**src/rtl/i2cr_pkg.sv**
```systemverilog
package i2cr_pkg;

  typedef enum logic [2:0] {
    ST_IDLE,
    ST_ADDR,
    ST_ACK_A,
    ST_WDATA,
    ST_ACK_W,
    ST_RDATA,
    ST_ACK_M,
    ST_WAIT
  } xfer_st_t;

  localparam int BYTE_BITS = 8;

endpackage

```
**src/rtl/i2cr_line_sync.sv**
```systemverilog
module i2cr_line_sync #(
  parameter int STAGES = 2
) (
  input  logic clk,
  input  logic rst_n,
  input  logic scl_i,
  input  logic sda_i,
  output logic sda_s_o,
  output logic scl_rise_o,
  output logic scl_fall_o,
  output logic start_o,
  output logic stop_o
);

  logic [STAGES-1:0] scl_sh_q;
  logic [STAGES-1:0] sda_sh_q;
  logic              scl_prev_q;
  logic              sda_prev_q;
  logic              scl_s;
  logic              sda_s;

  assign scl_s = scl_sh_q[STAGES-1];
  assign sda_s = sda_sh_q[STAGES-1];

  always_ff @(posedge clk or negedge rst_n) begin
    if (!rst_n) begin
      scl_sh_q   <= '1;
      sda_sh_q   <= '1;
      scl_prev_q <= 1'b1;
      sda_prev_q <= 1'b1;
    end else begin
      scl_sh_q   <= {scl_sh_q[STAGES-2:0], scl_i};
      sda_sh_q   <= {sda_sh_q[STAGES-2:0], sda_i};
      scl_prev_q <= scl_s;
      sda_prev_q <= sda_s;
    end
  end

  assign sda_s_o    = sda_s;
  assign scl_rise_o = scl_s & ~scl_prev_q;
  assign scl_fall_o = ~scl_s & scl_prev_q;
  assign start_o    = scl_s & scl_prev_q & sda_prev_q & ~sda_s;
  assign stop_o     = scl_s & scl_prev_q & ~sda_prev_q & sda_s;

endmodule

```
**src/rtl/i2cr_cfg_reg.sv**
```systemverilog
module i2cr_cfg_reg (
  input  logic clk,
  input  logic rst_n,
  input  logic wr_i,
  input  logic wr_bit_i,
  input  logic conv_start_i,
  output logic rate_o
);

  logic pend_v_q, pend_v_n;
  logic pend_b_q, pend_b_n;
  logic act_q, act_n;

  always_comb begin
    pend_v_n = pend_v_q;
    pend_b_n = pend_b_q;
    act_n    = act_q;
    if (conv_start_i && pend_v_q) begin
      act_n    = pend_b_q;
      pend_v_n = 1'b0;
    end
    if (wr_i) begin
      pend_v_n = 1'b1;
      pend_b_n = wr_bit_i;
    end
  end

  always_ff @(posedge clk or negedge rst_n) begin
    if (!rst_n) begin
      pend_v_q <= 1'b0;
      pend_b_q <= 1'b0;
      act_q    <= 1'b0;
    end else begin
      pend_v_q <= pend_v_n;
      pend_b_q <= pend_b_n;
      act_q    <= act_n;
    end
  end

  assign rate_o = act_q;

endmodule

```
**src/rtl/i2cr_xfer_fsm.sv**
```systemverilog
module i2cr_xfer_fsm
  import i2cr_pkg::*;
#(
  parameter logic [6:0] DEV_ADDR   = 7'b0010100,
  parameter logic [6:0] BCAST_ADDR = 7'b1110111,
  parameter int         RES_W      = 16
) (
  input  logic             clk,
  input  logic             rst_n,
  input  logic             scl_rise_i,
  input  logic             scl_fall_i,
  input  logic             start_i,
  input  logic             stop_i,
  input  logic             sda_s_i,
  input  logic [RES_W-1:0] result_i,
  input  logic             conv_busy_i,
  output logic             sda_pull_o,
  output logic             conv_req_o,
  output logic             cfg_wr_o,
  output logic             cfg_bit_o
);

  localparam int NBYTES = RES_W / BYTE_BITS;
  localparam int BIW    = (NBYTES > 1) ? $clog2(NBYTES) : 1;
  localparam logic [BIW-1:0] LAST_BYTE = BIW'(NBYTES - 1);

  xfer_st_t         st_q, st_n;
  logic [2:0]       cnt_q, cnt_n;
  logic [1:0]       ph_q, ph_n;
  logic [6:0]       sh_q, sh_n;
  logic [RES_W-1:0] rd_q, rd_n;
  logic [BIW-1:0]   bidx_q, bidx_n;
  logic             rw_q, rw_n;
  logic             acc_q, acc_n;
  logic             sda_q, sda_n;
  logic             conv_q, conv_n;
  logic             wr_q, wr_n;
  logic             wbit_q, wbit_n;
  logic             hit;

  always_comb begin
    hit = ((sh_q == DEV_ADDR) || ((sh_q == BCAST_ADDR) && !sda_s_i));
  end

  always_comb begin
    st_n   = st_q;
    cnt_n  = cnt_q;
    ph_n   = ph_q;
    sh_n   = sh_q;
    rd_n   = rd_q;
    bidx_n = bidx_q;
    rw_n   = rw_q;
    acc_n  = acc_q;
    sda_n  = sda_q;
    conv_n = 1'b0;
    wr_n   = 1'b0;
    wbit_n = wbit_q;
    if (stop_i) begin
      st_n  = ST_IDLE;
      sda_n = 1'b0;
      if (acc_q) begin
        conv_n = 1'b1;
        acc_n  = 1'b0;
      end
    end else if (start_i) begin
      st_n  = ST_ADDR;
      cnt_n = 3'd0;
      sda_n = 1'b0;
    end else begin
      unique case (st_q)
        ST_IDLE: ;
        ST_ADDR: begin
          if (scl_rise_i) begin
            sh_n  = {sh_q[5:0], sda_s_i};
            cnt_n = cnt_q + 3'd1;
            if (cnt_q == 3'd7) begin
              if (hit && !conv_busy_i) begin
                st_n = ST_ACK_A;
                ph_n = 2'd0;
                rw_n = sda_s_i;
              end else begin
                st_n = ST_WAIT;
              end
            end
          end
        end
        ST_ACK_A: begin
          if (scl_fall_i) begin
            if (ph_q == 2'd0) begin
              sda_n = 1'b1;
              ph_n  = 2'd1;
            end else begin
              acc_n = 1'b1;
              cnt_n = 3'd0;
              if (rw_q) begin
                rd_n   = result_i;
                sda_n  = ~result_i[RES_W-1];
                bidx_n = '0;
                st_n   = ST_RDATA;
              end else begin
                sda_n = 1'b0;
                st_n  = ST_WDATA;
              end
            end
          end
        end
        ST_WDATA: begin
          if (scl_rise_i) begin
            cnt_n = cnt_q + 3'd1;
            if (cnt_q == 3'd7) begin
              wr_n   = 1'b1;
              wbit_n = sda_s_i;
              st_n   = ST_ACK_W;
              ph_n   = 2'd0;
            end
          end
        end
        ST_ACK_W: begin
          if (scl_fall_i) begin
            if (ph_q == 2'd0) begin
              sda_n = 1'b1;
              ph_n  = 2'd1;
            end else begin
              sda_n = 1'b0;
              st_n  = ST_WAIT;
            end
          end
        end
        ST_RDATA: begin
          if (scl_rise_i) begin
            cnt_n = cnt_q + 3'd1;
            if (cnt_q == 3'd7) begin
              if (bidx_q == LAST_BYTE) begin
                conv_n = 1'b1;
                acc_n  = 1'b0;
                st_n   = ST_WAIT;
              end else begin
                st_n = ST_ACK_M;
                ph_n = 2'd0;
              end
            end
          end else if (scl_fall_i) begin
            rd_n  = {rd_q[RES_W-2:0], rd_q[RES_W-1]};
            sda_n = ~rd_q[RES_W-2];
          end
        end
        ST_ACK_M: begin
          if (ph_q == 2'd0) begin
            if (scl_fall_i) begin
              sda_n = 1'b0;
              ph_n  = 2'd1;
            end
          end else if (ph_q == 2'd1) begin
            if (scl_rise_i) begin
              if (!sda_s_i) ph_n = 2'd2;
              else          st_n = ST_WAIT;
            end
          end else begin
            if (scl_fall_i) begin
              rd_n   = {rd_q[RES_W-2:0], rd_q[RES_W-1]};
              sda_n  = ~rd_q[RES_W-2];
              bidx_n = bidx_q + BIW'(1);
              cnt_n  = 3'd0;
              st_n   = ST_RDATA;
            end
          end
        end
        ST_WAIT: begin
          if (scl_fall_i) sda_n = 1'b0;
        end
        default: st_n = ST_IDLE;
      endcase
    end
  end

  always_ff @(posedge clk or negedge rst_n) begin
    if (!rst_n) begin
      st_q   <= ST_IDLE;
      cnt_q  <= 3'd0;
      ph_q   <= 2'd0;
      sh_q   <= 7'd0;
      rd_q   <= '0;
      bidx_q <= '0;
      rw_q   <= 1'b0;
      acc_q  <= 1'b0;
      sda_q  <= 1'b0;
      conv_q <= 1'b0;
      wr_q   <= 1'b0;
      wbit_q <= 1'b0;
    end else begin
      st_q   <= st_n;
      cnt_q  <= cnt_n;
      ph_q   <= ph_n;
      sh_q   <= sh_n;
      rd_q   <= rd_n;
      bidx_q <= bidx_n;
      rw_q   <= rw_n;
      acc_q  <= acc_n;
      sda_q  <= sda_n;
      conv_q <= conv_n;
      wr_q   <= wr_n;
      wbit_q <= wbit_n;
    end
  end

  assign sda_pull_o = sda_q;
  assign conv_req_o = conv_q;
  assign cfg_wr_o   = wr_q;
  assign cfg_bit_o  = wbit_q;

endmodule

```
**src/rtl/i2cr_result_slave.sv**
```systemverilog
module i2cr_result_slave #(
  parameter logic [6:0] DEV_ADDR    = 7'b0010100,
  parameter logic [6:0] BCAST_ADDR  = 7'b1110111,
  parameter int         RES_W       = 16,
  parameter int         SYNC_STAGES = 2
) (
  input  logic             clk,
  input  logic             rst_n,
  input  logic             scl_i,
  input  logic             sda_i,
  output logic             sda_pull_o,
  input  logic [RES_W-1:0] result_i,
  input  logic             conv_busy_i,
  output logic             conv_start_o,
  output logic             rate_30hz_o
);

  logic sda_s, scl_rise, scl_fall, start_det, stop_det;
  logic cfg_wr, cfg_bit, conv_req;

  i2cr_line_sync #(.STAGES(SYNC_STAGES)) u_sync (
    .clk        (clk),
    .rst_n      (rst_n),
    .scl_i      (scl_i),
    .sda_i      (sda_i),
    .sda_s_o    (sda_s),
    .scl_rise_o (scl_rise),
    .scl_fall_o (scl_fall),
    .start_o    (start_det),
    .stop_o     (stop_det)
  );

  i2cr_xfer_fsm #(
    .DEV_ADDR   (DEV_ADDR),
    .BCAST_ADDR (BCAST_ADDR),
    .RES_W      (RES_W)
  ) u_fsm (
    .clk         (clk),
    .rst_n       (rst_n),
    .scl_rise_i  (scl_rise),
    .scl_fall_i  (scl_fall),
    .start_i     (start_det),
    .stop_i      (stop_det),
    .sda_s_i     (sda_s),
    .result_i    (result_i),
    .conv_busy_i (conv_busy_i),
    .sda_pull_o  (sda_pull_o),
    .conv_req_o  (conv_req),
    .cfg_wr_o    (cfg_wr),
    .cfg_bit_o   (cfg_bit)
  );

  i2cr_cfg_reg u_cfg (
    .clk          (clk),
    .rst_n        (rst_n),
    .wr_i         (cfg_wr),
    .wr_bit_i     (cfg_bit),
    .conv_start_i (conv_req),
    .rate_o       (rate_30hz_o)
  );

  assign conv_start_o = conv_req;

endmodule

```
**config.mk**
```make
export PLATFORM = sky130hd
export DESIGN_NAME = i2cr_result_slave
export DESIGN_NICKNAME = d
export VERILOG_FILES = /design/src/rtl/i2cr_pkg.sv /design/src/rtl/i2cr_line_sync.sv /design/src/rtl/i2cr_cfg_reg.sv /design/src/rtl/i2cr_xfer_fsm.sv /design/src/rtl/i2cr_result_slave.sv
export SDC_FILE = /design/constraint.sdc
export NUM_CORES = 1
export LEC_CHECK = 0
export BUFFER_PORTS_ARGS = -buffer_cell sky130_fd_sc_hd__buf_2
export CORE_MARGIN = 2
export CORE_UTILIZATION = 30
export DETAILED_ROUTE_END_ITERATION = 10
export MAX_ROUTING_LAYER = met4
export PLACE_DENSITY = 0.54
export SYNTH_ARGS = -nofsm -noshare
export SYNTH_HDL_FRONTEND = slang
export SYNTH_SLANG_ARGS = --single-unit
```
**constraint.sdc**
```tcl
create_clock -name clk -period 2.2 [get_ports clk]
set_input_delay 0.22 -clock clk [delete_from_list [all_inputs] [get_ports clk]]
set_output_delay 0.22 -clock clk [all_outputs]
set_load 0.05 [all_outputs]
```
==> metrics.md <==
| Metric | Value |
|---|---|
| Status | `completed` |
| Most common cell after layout, fill and taps aside | `dfrtp_1` |
| Pleak | `0.00126 uW` |
| Post-synthesis cell type count | `50` |
| Register-to-register setup slack | `0.33 ns` |
| Core occupancy in the finished layout | `0.352` |
| Largest net degree at the start of global routing | `33` |
| Worst-Skew Late Latency | `0.30 ns` |
| Drt via density | `4.95` |
| Root Driver | `clkbuf_8` |
| DRT Wirelength | `5.05 mm` |
| Port-buffer cells | `23` |
| Busiest grt layer | `met2` |
| Maximum fanout along the worst path | `16` |
| CTS buffer count | `5` |
| Comb pwr share | `0.327` |
| Die ar. | `8960 sq um` |
| Fin. Hold Viols | `0` |
| First-pass GRT wire length | `8.71 mm` |
| DR iter-0 viols | `126` |
| Total number of vias | `1827` |
| Final Max Tran Viols | `0` |
| Synth Instances | `235` |
| Hold slack | `0.216 ns` |
| WL/cell | `13.7 um` |
| Die Ht | `94.7 um` |
| # nets final | `286` |
| Initial antenna violation count | `0` |
| Max VDD drop | `0.000401 V` |
| Syn Std Cell Area | `2470 sq um` |
| H-tree depth | `2` |
| CTS Sinks | `47` |
| Placer congestion estimate | `0.855` |
| Worst Path Required | `2.39 ns` |
| Register-to-Register Path Depth | `5` |
| Hold wc startpoint | `result_i[10]` |
| Hold-critical path depth | `3` |
| Most frequent cells in the layout | `41 x dfrtp_1, 29 x nor2_1, 23 x buf_2, 22 x a21oi_1, 20 x mux2i_1` |
| Top post-synthesis cells by area | `dfrtp_1 42%, mux2i_1 8.1%, dfstp_2 6.4%` |
| Die W | `94.7 um` |
| Yosys top cell by area | `dfrtp_1` |
| Clock power share | `0.213` |
| Crit path capture type | `flop` |
| TritonCTS clock tree | `yes` |
| Filler instances | `825` |
| Final cycle utilization of the critical path | `0.849` |
| Synthesized area per cell | `10.5 sq um` |
| Worst-Margin Slew | `0.586 ns` |
| Post-synth EDFFs | `0` |
| Setup crit start kind | `flop` |
| Area delta synth->final | `15.5%` |
| Switching share of total power | `0.348` |
| Share of layout cells above drive strength 1 | `0.261` |
| Max-cap violations | `0` |
| Slew Limit Headroom | `0.610` |
| Reg2reg start | `u_fsm.st_q[1]` |
| Core area | `8090 sq um` |
| Clock slew at reported path FFs | `0.09 ns` |
| Hpwl dp | `3.66 mm` |
| Tot Pwr | `2720 uW` |
| End of the worst register-to-register path | `u_fsm.st_q[0]` |
| Placed instance area | `2720 sq um` |
| Fmax | `535 MHz` |
| Synth top area share | `0.416` |
| # IOs | `24` |
| P_int | `1770 uW` |
| Overall routing resource usage | `0.127` |
| HP Class | `in -> reg` |
| Unrepaired setup endpoints after global routing | `false` |
| Vias in the first global route | `1731` |
| Starting density of the core | `0.305` |
| Minimum clock period | `1.87 ns` |
| Met1 Use GR | `0.175` |
| Fin Clk Skew | `0.00870 ns` |
| P_sw | `949 uW` |
| Clk buf depth | `2` |
| Ys async rst share | `1.00` |
| Yosys Warn Count | `0` |
| DRT Pass-1 Iters | `4` |
| Setup TNS Final | `0 ns` |
| Hold Path End | `u_fsm.rd_q[10]` |
| # DRC | `0` |
| Worst EP arrival | `2.05 ns` |
| Register area share after synthesis | `0.480` |
| Post-synthesis register bit count | `47` |
| # diodes | `0` |
| Final Cell Area | `2850 sq um` |
| Core Rows | `33` |
| Post-synth top flop | `dfrtp_1` |
| P per Cell Area | `956 nW/um^2` |
| Postcts setup bufs | `0` |
| Critical path class | `reg -> reg` |
| Share of power burned in registers | `0.460` |
| Grt total ovfl | `0` |
| Met3 Track Usage GR | `0.0239` |
| GR met2 Demand/Resource | `0.193` |
| Syn nets | `258` |
| Final ANT Viol Nets | `0` |
| Post_cts resized | `0` |
| Final-report setup violation count | `0` |
[flip-flops by register name, summed over array words and instances, names as in the netlist, 2 cells and up]
register,cells
u_fsm.rd_q,16
u_fsm.sh_q,7
u_fsm.cnt_q,3
u_fsm.st_q,3
u_fsm.ph_q,2
u_sync.scl_sh_q,2
u_sync.sda_sh_q,2
[power groups by stage]
stage | registers [uW] | clock network [uW] | logic, uW
floorplan | 1180 | 0 | 764
global placement | 1260 | 0 | 880
detailed placement | 1270 | 0 | 891
CTS | 1250 | 595 | 897
global route | 1290 | 630 | 990
finish | 1250 | 579 | 891
[how the worst max path moves through the flow]
| stage | slack (ns) | start | depth (start not counted) | endpoint |
|---|---|---|---|---|
| after global routing | 0.20 | u_fsm.st_q[1] | 5 | u_fsm.st_q[2] |
| final | 0.33 | u_fsm.st_q[1] | 5 | u_fsm.st_q[0] |
| after floorplan | 0.58 | u_sync.scl_sh_q[1] | 5 | u_fsm.st_q[0] |
| after detailed placement | 0.34 | u_fsm.st_q[0] | 4 | u_fsm.sh_q[3] |
| after global placement | 0.30 | u_fsm.st_q[0] | 5 | u_fsm.rw_q |
| after CTS | 0.34 | u_fsm.st_q[0] | 4 | u_fsm.sh_q[3] |
[metrics by stage]
step	worst slack [ns]	cells
6_report	0.331	369
5_1_grt	0.195	369
3_5_place_dp	0.340	358
3_3_place_gp	0.299	358
4_1_cts	0.336	368
2_1_floorplan	0.581	235
[synth_stat cells (all sizes together), types with 2 or more instances]
| master | instances |
|---|---|
| o211ai | 3 |
| dfstp | 6 |
| nand3 | 5 |
| a32o | 2 |
| clkbuf | 3 |
| nand2b | 7 |
| buf | 8 |
| a21o | 2 |
| a22o | 2 |
| nand2 | 10 |
| mux2 | 13 |
| mux2i | 20 |
| dfrtp | 41 |
| ha | 2 |
| and3 | 3 |
| and3b | 2 |
| o311a | 2 |
| inv | 5 |
| nand3b | 3 |
| a211oi | 2 |
| o21ai | 13 |
| nor2b | 6 |
| o21bai | 2 |
| a21oi | 23 |
| nor2 | 30 |
| nor3 | 6 |
[worst max-delay path: stages, from the launching register on]
cell,delay [ns]
dfrtp_1,0.68
nand2_2,0.18
a211oi_1,0.32
o211ai_2,0.18
nand2_2,0.11
mux2_4,0.29
[routing by layer]
metal	up-vias	share of wire	wire length, um
li1	902	-	-
met1	880	0.48	2420
met2	36	0.47	2370
met3	9	0.038	191
met4	0	0.014	70
met5	-	0	0
[kinds of logic after synthesis]
group / Yosys count / share of synthesized area
AO/OA/AOI/OAI: 57 / 0.162
flip-flops: 47 / 0.480
adder cells (fa/ha/maj): 2 / 0.0101
multiplexers: 33 / 0.142
buffers and inverters: 16 / 0.0350
AND/OR/NAND/NOR: 80 / 0.171
[layout make-up]
type | instances | area (sq um) | share of cell area
clock buffers | 7 | 96.3 | 0.0338
well taps | 105 | 131 | 0.0461
clock inverters | 1 | 7.51 | 0.00264
multi-input cells | 172 | 1200 | 0.420
inverters | 5 | 18.8 | 0.00659
flip-flops and latches | 47 | 1180 | 0.415
repair buffers | 32 | 215 | 0.0755
[repair_timing]
action                                  4_1_cts  5_1_grt
endpoints found under the setup margin        0        0
hold buffers                                  2        1
endpoints found under the hold margin        19        1
Power figures use the tool's default switching activity.
